File: src/rtl/useq_pkg.sv
package useq_pkg;
  localparam int UPC_W = 4;
  localparam int OP_W  = 6;
  localparam int NSTATE = 1 << UPC_W;

  typedef logic [UPC_W-1:0] upc_t;
  typedef logic [OP_W-1:0]  op_t;

  typedef enum logic [1:0] {
    ACT_HOLD  = 2'b00,
    ACT_STEP  = 2'b01,
    ACT_DISP  = 2'b10,
    ACT_CLEAR = 2'b11
  } act_e;

  // dispatch opcodes
  localparam op_t OPC_RTYPE = 6'b000000;
  localparam op_t OPC_BEQ   = 6'b000100;
  localparam op_t OPC_ORI   = 6'b001101;
  localparam op_t OPC_LW    = 6'b100011;
  localparam op_t OPC_SW    = 6'b101011;

  // dispatch targets
  localparam upc_t ST_FETCH = 4'b0000;
  localparam upc_t ST_BEQ   = 4'b0011;
  localparam upc_t ST_RTYPE = 4'b0100;
  localparam upc_t ST_ORI   = 4'b0110;
  localparam upc_t ST_LW    = 4'b1000;
  localparam upc_t ST_SW    = 4'b1011;
endpackage

File: src/rtl/useq_map_rom.sv
module useq_map_rom
  import useq_pkg::*;
(
  input  op_t  opcode,
  output upc_t target
);
  always_comb begin
    unique case (opcode)
      OPC_RTYPE: target = ST_RTYPE;
      OPC_BEQ:   target = ST_BEQ;
      OPC_ORI:   target = ST_ORI;
      OPC_LW:    target = ST_LW;
      OPC_SW:    target = ST_SW;
      default:   target = ST_FETCH;
    endcase
  end
endmodule

File: src/rtl/useq_counter.sv
module useq_counter
  import useq_pkg::*;
(
  input  logic clk,
  input  logic rst,
  input  act_e act,
  input  upc_t load_val,
  output upc_t upc
);
  upc_t upc_q, upc_d;

  always_comb begin
    unique case (act)
      ACT_HOLD:  upc_d = upc_q;
      ACT_STEP:  upc_d = upc_q + upc_t'(1);
      ACT_DISP:  upc_d = load_val;
      ACT_CLEAR: upc_d = ST_FETCH;
      default:   upc_d = upc_q;
    endcase
  end

  always_ff @(posedge clk) begin
    if (rst) upc_q <= ST_FETCH;
    else     upc_q <= upc_d;
  end

  assign upc = upc_q;

  AST_HOLD_KEEPS: assert property (@(posedge clk) disable iff (rst)
    act == ACT_HOLD |=> $stable(upc_q));
  AST_STEP_INC: assert property (@(posedge clk) disable iff (rst)
    act == ACT_STEP |=> upc_q == upc_t'($past(upc_q) + 1'b1));
  AST_CLEAR_ZERO: assert property (@(posedge clk) disable iff (rst)
    act == ACT_CLEAR |=> upc_q == '0);
  AST_DISP_LOAD: assert property (@(posedge clk) disable iff (rst)
    act == ACT_DISP |=> upc_q == $past(load_val));
endmodule

File: src/rtl/useq_onehot.sv
module useq_onehot
  import useq_pkg::*;
(
  input  logic              clk,
  input  logic              rst,
  input  upc_t              upc,
  output logic [NSTATE-1:0] idx
);
  for (genvar g = 0; g < NSTATE; g++) begin : g_dec
    assign idx[g] = (upc == upc_t'(g));
  end

  AST_ONE_HOT: assert property (@(posedge clk) disable iff (rst)
    $countones(idx) == 1);
  AST_BIT_MATCH: assert property (@(posedge clk) disable iff (rst)
    idx[upc] == 1'b1);
endmodule

File: src/rtl/useq_jump_counter.sv
module useq_jump_counter
  import useq_pkg::*;
(
  input  logic              clk,
  input  logic              rst,
  input  logic [OP_W-1:0]   opcode,
  input  logic [1:0]        act,
  input  logic              eq,
  output logic [UPC_W-1:0]  upc,
  output logic [NSTATE-1:0] state_idx
);
  upc_t map_tgt;
  act_e act_e_w;

  assign act_e_w = act_e'(act);

  useq_map_rom u_map (
    .opcode (opcode),
    .target (map_tgt)
  );

  useq_counter u_cnt (
    .clk      (clk),
    .rst      (rst),
    .act      (act_e_w),
    .load_val (map_tgt),
    .upc      (upc)
  );

  useq_onehot u_dec (
    .clk (clk),
    .rst (rst),
    .upc (upc),
    .idx (state_idx)
  );

  AST_UNMAPPED_FETCH: assert property (@(posedge clk) disable iff (rst)
    (act == 2'b10 && opcode != OPC_RTYPE && opcode != OPC_BEQ &&
     opcode != OPC_ORI && opcode != OPC_LW && opcode != OPC_SW)
    |=> upc == ST_FETCH);
  AST_BRANCH_EQ_IGNORED: assert property (@(posedge clk) disable iff (rst)
    (upc == ST_BEQ && act == 2'b11 && eq) |=> upc == ST_FETCH);
  AST_HOLD_EQ_IGNORED: assert property (@(posedge clk) disable iff (rst)
    (act == 2'b00 && eq) |=> $stable(upc));
endmodule

File: config.mk
export PLATFORM = sky130hd
export DESIGN_NAME = useq_jump_counter
export DESIGN_NICKNAME = d
export VERILOG_FILES = /design/src/rtl/useq_pkg.sv /design/src/rtl/useq_map_rom.sv /design/src/rtl/useq_counter.sv /design/src/rtl/useq_onehot.sv /design/src/rtl/useq_jump_counter.sv
export SDC_FILE = /design/constraint.sdc
export NUM_CORES = 1
export LEC_CHECK = 0
export BUFFER_PORTS_ARGS = -buffer_cell sky130_fd_sc_hd__buf_2
export CORE_AREA = 2 2 39 41
export DETAILED_ROUTE_END_ITERATION = 7
export DIE_AREA = 0 0 41 43
export PLACE_DENSITY = 0.85
export SYNTH_ARGS = -nofsm -noshare
export SYNTH_HDL_FRONTEND = slang
export SYNTH_HIERARCHICAL = 1
export SYNTH_SLANG_ARGS = --single-unit
File: constraint.sdc
create_clock -name clk -period 1.95 [get_ports clk]
set_input_delay 0.0975 -clock clk [delete_from_list [all_inputs] [get_ports clk]]
set_output_delay 0.0975 -clock clk [all_outputs]
set_load 0.02 [all_outputs]
==> flow_metrics.tcl, run 1 <==
set metrics [dict create \
    drive_gt1_share_pct 56.98 \
    max_cap_violations 0 \
    period_share_pct 78.59 \
    num_antenna_cells 0 \
    slew_headroom_pct 57.28 \
    cp.required_ps 1850 \
    end_kind "output port" \
    post-route-min-period_ps 1533 \
    synth_cells 58 \
    status "finished clean" \
    cp_num_buf_inv 1 \
    grt-ovfl-total 0 \
    setup_tns_ps 0 \
    area_delta_synth_final_pct 29.10 \
    p_leak_nw 0.3426 \
    dp_cells 99 \
    layoutNonFillerInstCount 102 \
    arrival_ps 1440 \
    layout_commonest_cell "buf_2" \
    htreeDepth 1 \
    hold_ws_ps 67.51 \
    mostFrequentLayoutCells "buf_2, and4bb_2, a21oi_1" \
    crit_chain "nor4b_2 > buf_2" \
    track_usage_pct 13.86 \
    clock-sinks 4 \
    fillCellCount 138 \
    finClkSkew_ps 4.045 \
    fp.coreArea_mm2 0.001384 \
    cts_setup_buffers 0 \
    grt_pass1_vias 418 \
    hpwl_um 828.6 \
    layout.nets 100 \
    synth_nets 70 \
    largest_register_ffs 4 \
    finalHoldViolCount 0 \
    avgSynthCellArea_um2 9.341 \
    crit_family "flip-flops" \
    viasPerCell 5.441 \
    numCtsBuffers 3 \
    postRouteAntennaNets 0 \
    tightest_slew_ps 639.9 \
    cts-hold-fix-buffers 0 \
    synth_warnings 6 \
    place_congestion 0.8275 \
    fmax_mhz 652.5 \
    grt_max_degree 22 \
    portBuffers 29 \
    drtIter0Drc 11 \
    wirelength_um 1193 \
    drc 0 \
    synth_cell_types 29 \
    antenna_found_initial 0 \
    crit_fanout 21 \
    die_x_um 41 \
    setup_viol 0 \
    vias 555 \
    grt_pass1_wl_um 1725 \
    cts_resized 0 \
    hold_class "input port to flip-flop" \
    start_util_pct 39.15 \
    peakVddDrop_v 0.0004590 \
    power-per-cell-area_mw_per_mm2 378.0 \
    num_rows 14 \
    cp-start-kind "flip-flop" \
    drt_first_pass_iters 5 \
    dieHeight_um 43 \
    boundaryPins 31 \
    cpPeakStageDelay_ps 720 \
    root_buffer "clkbuf_4" \
    cts_tree "built" \
    synth.ff_latch_count 4 \
    r2r_setup_slack_ps 510 \
    ys_seq_area_share_pct 14.78 \
    fp.dieArea_mm2 0.001763 \
    syn_area_um2 541.8 \
    cp_slowest_cell "dfxtp_1" \
    wire_per_inst_um 11.70 \
    cts.clk_slew.worst_paths_ps 40 \
    path_class "flip-flop to output port" \
    clock_path_buffers 2 \
    clock_latency_ps 230 \
    rsz0062_at_grt "false" \
    final-max-slew-violation-count 0 \
]
## area by class of cell
class / count / area (um2) / share of cell area (%)
Inverter: 3 / 11.26 / 1.610
Timing Repair Buffer: 29 / 145.1 / 20.75
Tap cell: 16 / 20.02 / 2.862
Multi-Input combinational cell: 47 / 420.4 / 60.11
Sequential cell: 4 / 80.08 / 11.45
Clock buffer: 3 / 22.52 / 3.220
## routing by layer
| metal | share of wire [%] | track usage [%] | vias to the layer above |
|---|---|---|---|
| met2 | 41 | 21.25 | 29 |
| met3 | 10 | 6.806 | 0 |
| li1 | - | - | 283 |
| met5 | 0 | 0 | - |
| met1 | 49 | 18.33 | 243 |
| met4 | 0 | 0 | 0 |
## final timing paths
check                 end          from  depth (start not counted)
max          state_idx[1]  u_cnt/upc[0]                          2
min          u_cnt/upc[3]           rst                          2
max reg2reg  u_cnt/upc[2]  u_cnt/upc[0]                          4
min reg2reg  u_cnt/upc[3]  u_cnt/upc[3]                          2
## metrics by stage
stage	total power [mW]	cell area, um2	worst slack [ps]	utilization, %
after floorplan	0.1377	541.8	632.9	-
after global placement	0.1618	676.9	588.9	48.92
after detailed placement	0.1646	676.9	526.1	48.92
after CTS	0.2706	699.4	395.1	50.54
after global routing	0.2889	699.4	284.6	50.54
final	0.2644	699.4	417.4	50.54
## cells in the mapped netlist, drive strengths merged
cell / number / area share (%)
nand4b: 1 / 1.6
dfxtp: 4 / 15
inv: 3 / 2.1
a211oi: 1 / 2.3
xor2: 1 / 1.6
nand4: 1 / 1.2
nor2: 4 / 2.8
and4bb: 6 / 14
ha: 1 / 2.3
and4b: 4 / 7.4
and4: 1 / 1.6
or2: 1 / 1.2
xnor2: 1 / 1.6
buf: 4 / 5.5
o21ai: 1 / 0.92
nor4b: 4 / 11
mux2: 2 / 4.8
nand3: 4 / 3.7
a21boi: 1 / 1.4
a22oi: 1 / 2.3
a21oi: 5 / 4.6
nand2b: 1 / 1.2
a2111oi: 1 / 2.8
nor4: 1 / 2.3
and3b: 1 / 1.6
and2b: 1 / 1.6
nand2: 1 / 0.69
or3: 1 / 1.2
## kinds of logic after synthesis
| kind of cell | Yosys count | synth area share, % |
|---|---|---|
| multiplexers | 2 | 4.849 |
| XOR/XNOR | 2 | 3.234 |
| buffers and inverters | 7 | 7.621 |
| AND/OR/NAND/NOR | 32 | 52.89 |
| adder cells (fa/ha/maj) | 1 | 2.309 |
| AO/OA/AOI/OAI | 10 | 14.32 |
| flip-flops | 4 | 14.78 |
## power by group
part | internal, mW | switching (mW) | leakage, nW | total, mW
registers | 0.0850 | 0.0132 | 0.0326 | 0.0982
logic | 0.0302 | 0.0351 | 0.296 | 0.0652
clock network | 0.0687 | 0.0322 | 0.0138 | 0.101
total | 0.184 | 0.0805 | 0.343 | 0.264
Power figures use the tool's default switching activity.
==> inputs of run 2 (changes only) <==
- clock period: 1.95 -> 1.6 ns (I/O delays scaled with it)
==> flow_metrics.tcl, run 2 (synthesis results as in run 1) <==
set metrics [dict create \
    viasPerCell 5.529 \
    mostFrequentLayoutCells "buf_2, and4bb_2, a21oi_1" \
    tightest_slew_ps 557.2 \
    internal-power_uw 226.8 \
    root_buffer "clkbuf_4" \
    switching_power_uw 100.7 \
    reg2reg_depth 3 \
    finalHoldViolCount 0 \
    cpPeakStageDelay_ps 660 \
    layout_commonest_cell "buf_2" \
    clock_path_buffers 2 \
    htreeDepth 1 \
    numCtsBuffers 3 \
    wire_per_inst_um 12.49 \
    num_rows 14 \
    drive_gt1_share_pct 61.36 \
    highest_layer "met3" \
    portBuffers 29 \
    rsz0062_at_grt "false" \
    arrival_ps 1380 \
    boundaryPins 31 \
    peakVddDrop_v 0.0002853 \
    setup_tns_ps 0 \
    drt_first_pass_iters 4 \
    p_leak_nw 0.3548 \
    postRouteAntennaNets 0 \
    hold_ws_ps 64.69 \
    clock_latency_ps 230 \
    status "finished clean" \
    crit_fanout 18 \
    die_x_um 41 \
    wirelength_um 1299 \
    period_share_pct 91.02 \
    grt_pass1_wl_um 1918 \
    fillCellCount 143 \
    path_class "flip-flop to output port" \
    num_antenna_cells 0 \
    antenna_found_initial 0 \
    route.met3.wl_um 111 \
    fmax_mhz 686.6 \
    p_comb_share_pct 25.7 \
    slew_headroom_pct 62.81 \
    layout.area.seq_um2 83.83 \
    largest_register_ffs 4 \
    place_congestion 0.8130 \
    max_cap_violations 0 \
    multi_input_area_um2 420.4 \
    cp_slowest_cell "dfxtp_1" \
    area_delta_synth_final_pct 32.56 \
    hold_class "input port to flip-flop" \
    grt-ovfl-total 0 \
    clock-sinks 4 \
    fp.dieArea_mm2 0.001763 \
    cp.required_ps 1520 \
    crit_chain "nor4b_2 > buf_2" \
    track_usage_pct 15.48 \
    end_kind "output port" \
    drtIter0Drc 10 \
    start_util_pct 39.15 \
    dieHeight_um 43 \
    fp.coreArea_mm2 0.001384 \
    p_seq_share_pct 36.3 \
    switching_share_pct 30.74 \
    drc 0 \
    grt_max_degree 21 \
    finClkSkew_ps 5.597 \
    layout.nets 102 \
    vias 575 \
    hpwl_um 914.4 \
    cp-start-kind "flip-flop" \
    final-max-slew-violation-count 0 \
    power-per-cell-area_mw_per_mm2 455.9 \
    cts_tree "built" \
    post-route-min-period_ps 1456 \
    whs_path_depth 2 \
    setup_viol 0 \
    m1WireLength_um 616 \
    met2_length_um 571 \
    grt_pass1_vias 477 \
    clkPwrFrac_pct 38.0 \
    cts.clk_slew.worst_paths_ps 40 \
]
-- run 2: metrics by stage --
step           total power, mW  instance area (um2)  util [%]  setup WS, ps  cells
6_report                0.3275                718.2     51.90         143.6    104
5_1_grt                 0.3531                718.2     51.90         4.728    104
4_1_cts                 0.3340                714.4     51.63         25.13    104
3_5_place_dp            0.2035                691.9     50.00         241.6    101
3_3_place_gp            0.1997                691.9     50.00         279.2    101
2_1_floorplan           0.1679                541.8         -         300.4     58
-- run 2: area by class of cell --
| class | instances | share of cell area [%] |
|---|---|---|
| Timing Repair Buffer | 31 | 22.30 |
| Clock buffer | 3 | 3.136 |
| Inverter | 3 | 1.568 |
| Sequential cell | 4 | 11.67 |
| Multi-Input combinational cell | 47 | 58.54 |
| Tap cell | 16 | 2.787 |
-- run 2: metal layers --
| metal | up-vias | global-route usage, % |
|---|---|---|
| met2 | 33 | 23.44 |
| met4 | 0 | 6.000 |
| li1 | 289 | - |
| met3 | 0 | 4.712 |
| met1 | 253 | 19.68 |
| met5 | - | 0 |
-- run 2: final timing paths --
check	slack [ps]	start	endpoint
worst max-delay path	140	u_cnt/upc[3]	state_idx[8]
worst max register to register	430	u_cnt/upc[2]	u_cnt/upc[3]
worst min-delay path	60	rst	u_cnt/upc[3]
worst min register to register	760	u_cnt/upc[0]	u_cnt/upc[0]
-- run 2: power groups by stage --
stage	Sequential [mW]	Clock, mW	Combinational (mW)
finish	0.119	0.124	0.0841
floorplan	0.115	0	0.0530
global route	0.121	0.140	0.0926
detailed placement	0.120	0	0.0836
CTS	0.118	0.132	0.0838
global placement	0.119	0	0.0804
-- run 2: critical path, delay by kind of cell (launching register included) --
| family | cells | cell delay (ps) |
|---|---|---|
| simple gates | 1 | 280 |
| buf+inv | 1 | 200 |
| flops | 1 | 660 |
-- run 2: what timing repair did --
action | CTS | global route
setup endpoints to repair | 0 | 3
resized for setup | 0 | 3
hold buffers | 0 | 0
endpoints found under the hold margin | 0 | 0
setup buffers | 0 | 0
==> inputs of run 3 (changes only) <==
- ABC_AREA: default -> 1
- PLACE_DENSITY: 0.85 -> 0.79
- clock period: 1.6 -> 1.2 ns (I/O delays scaled with it)
==> flow_metrics.tcl, run 3 <==
set metrics [dict create \
    status "finished clean" \
    max_cap_violations 0 \
    r2r_setup_slack_ps 150 \
    switching_power_uw 143.4 \
    drt_first_pass_iters 4 \
    route.met3.wl_um 124 \
    ys_seq_area_share_pct 18.13 \
    whs_path_depth 4 \
    drc 0 \
    num_rows 14 \
    cts_tree "built" \
    wirelength_um 1278 \
    hp-start "act[1]" \
    period_share_pct 94.66 \
    drtIter0Drc 11 \
    cts_setup_buffers 0 \
    boundaryPins 31 \
    area_delta_synth_final_pct 46.46 \
    dieHeight_um 43 \
    m1WireLength_um 526 \
    cp-start-kind "flip-flop" \
    die_x_um 41 \
    vias 630 \
    finClkSkew_ps 11.60 \
    hold_ws_ps 215.4 \
    clock_path_buffers 2 \
    synth_nets 99 \
    portBuffers 29 \
    track_usage_pct 14.43 \
    crit_chain "inv_1 > nand2_1 > nor2_1 > buf_2" \
    fmax_mhz 880.3 \
    synth_area_leader_cell "dfxtp_1" \
    highest_layer "met3" \
    p_comb_share_pct 26.5 \
    path_class "flip-flop to output port" \
    wire_per_inst_um 9.397 \
    fp.coreArea_mm2 0.001384 \
    slew_headroom_pct 85.26 \
    met2_length_um 627 \
    syn_area_um2 441.7 \
    cts.clk_slew.worst_paths_ps 40 \
    clock_latency_ps 240 \
    hpwl_um 1004 \
    avgSynthCellArea_um2 5.077 \
    peakVddDrop_v 0.0002571 \
    mostFrequentLayoutCells "buf_2, nor2_1, nand2_1" \
    total_power_uw 436.3 \
    end_kind "output port" \
    tightest_slew_ps 220.9 \
    synth_edf_count 0 \
    synth_warnings 6 \
    r2r-end "u_cnt/upc[2]" \
    place_congestion 0.7776 \
    hold_class "input port to flip-flop" \
    antenna_found_initial 0 \
    htreeDepth 1 \
    grt-ovfl-total 0 \
    num_antenna_cells 0 \
    start_util_pct 31.92 \
    power-per-cell-area_mw_per_mm2 674.5 \
    synthFlopType "dfxtp_1" \
    setup_tns_ps 0 \
    layoutNonFillerInstCount 136 \
    r2r_start "u_cnt/upc[0]" \
    grt_max_degree 10 \
    synthTopCellsByCount "nand2_1, nor2_1, inv_1" \
    layout_commonest_cell "buf_2" \
    async_reset_ff_share_pct 0 \
    finalHoldViolCount 0 \
    cp.required_ps 1140 \
    rsz0062_at_grt "false" \
    drive_gt1_share_pct 36.67 \
    cpPeakStageDelay_ps 410 \
    cp_slowest_cell "dfxtp_2" \
    synth_cell_types 14 \
    postRouteAntennaNets 0 \
    viasPerCell 4.632 \
    utilization_pct 46.75 \
    synth.ff_latch_count 4 \
    min_to "u_cnt/upc[2]" \
    layout.nets 134 \
    p_leak_nw 0.3972 \
    p_seq_share_pct 34.3 \
    final-max-slew-violation-count 0 \
    arrival_ps 1080 \
    numCtsBuffers 3 \
    reg2reg_depth 4 \
    internal-power_uw 293.0 \
    fp.dieArea_mm2 0.001763 \
    fillCellCount 145 \
    grt_pass1_wl_um 1752 \
    crit_fanout 9 \
    post-route-min-period_ps 1136 \
    dp_cells 132 \
    synth_cells 87 \
    clkPwrFrac_pct 39.2 \
    largest_register_ffs 4 \
    setup_viol 0 \
    switching_share_pct 32.86 \
    clock-sinks 4 \
    synth_top_area_share_pct 18.13 \
    yosys-top-cells-area "dfxtp_1, nand2_1, nor2_1, nand3_1, inv_1" \
    grt_pass1_vias 485 \
    root_buffer "clkbuf_4" \
]
[run 3: cell families after synthesis]
| kind of cell | Yosys count | synth area share (%) |
|---|---|---|
| compound gates | 7 | 8.780 |
| fa+ha+maj | 1 | 2.832 |
| buf+inv | 16 | 13.60 |
| flops | 4 | 18.13 |
| simple gates | 59 | 56.66 |
[run 3: worst max path at each step]
stage | depth (start not counted) | to | startpoint | slack, ps
after floorplan | 5 | u_cnt/upc[1] | u_cnt/upc[0] | 80
after global placement | 5 | u_cnt/upc[1] | u_cnt/upc[0] | 170
after detailed placement | 4 | u_cnt/upc[2] | u_cnt/upc[0] | 110
after CTS | 3 | state_idx[7] | u_cnt/upc[1] | 2
after global routing | 4 | state_idx[9] | u_cnt/upc[2] | 5
final | 4 | state_idx[0] | u_cnt/upc[2] | 60
[run 3: power by group through the flow]
stage / Clock (mW) / Sequential, mW / Combinational (mW)
after floorplan: 0 / 0.154 / 0.0617
after global placement: 0 / 0.149 / 0.110
after detailed placement: 0 / 0.150 / 0.112
after CTS: 0.180 / 0.149 / 0.115
after global routing: 0.189 / 0.150 / 0.128
final: 0.171 / 0.150 / 0.115
[run 3: metal layers]
layer | vias to the layer above | GRT usage, %
met1 | 256 | 13.74
met2 | 34 | 25.62
met4 | 0 | 12.67
met5 | - | 0
met3 | 0 | 0
li1 | 340 | -
[run 3: cell type report]
cell class / instances / area, um2 / area share (%)
Tap cell: 16 / 20.02 / 3.095
Multi-Input combinational cell: 67 / 301.5 / 46.62
Clock buffer: 3 / 22.52 / 3.482
Inverter: 16 / 60.06 / 9.284
Sequential cell: 4 / 85.08 / 13.15
Timing Repair Buffer: 30 / 157.7 / 24.37
[run 3: repair_timing]
item,4_1_cts,5_1_grt
resized for setup,2,3
hold buffers,1,0
endpoints found under the setup margin,16,16
endpoints found under the hold margin,1,0
cloned,0,0
[run 3: worst max-delay path: cells and delay by family, from the launching register on]
kind | cells | cell delay [ps]
flip-flops | 1 | 410
AND/OR/NAND/NOR | 2 | 200
buffers and inverters | 2 | 230
[run 3: through the flow]
| stage | setup slack [ps] | cell area [um2] |
|---|---|---|
| 2_1_floorplan | 77.31 | 441.7 |
| 3_3_place_gp | 173.0 | 606.8 |
| 3_5_place_dp | 111.5 | 606.8 |
| 4_1_cts | 1.654 | 641.9 |
| 5_1_grt | 4.788 | 646.9 |
| 6_report | 64.06 | 646.9 |
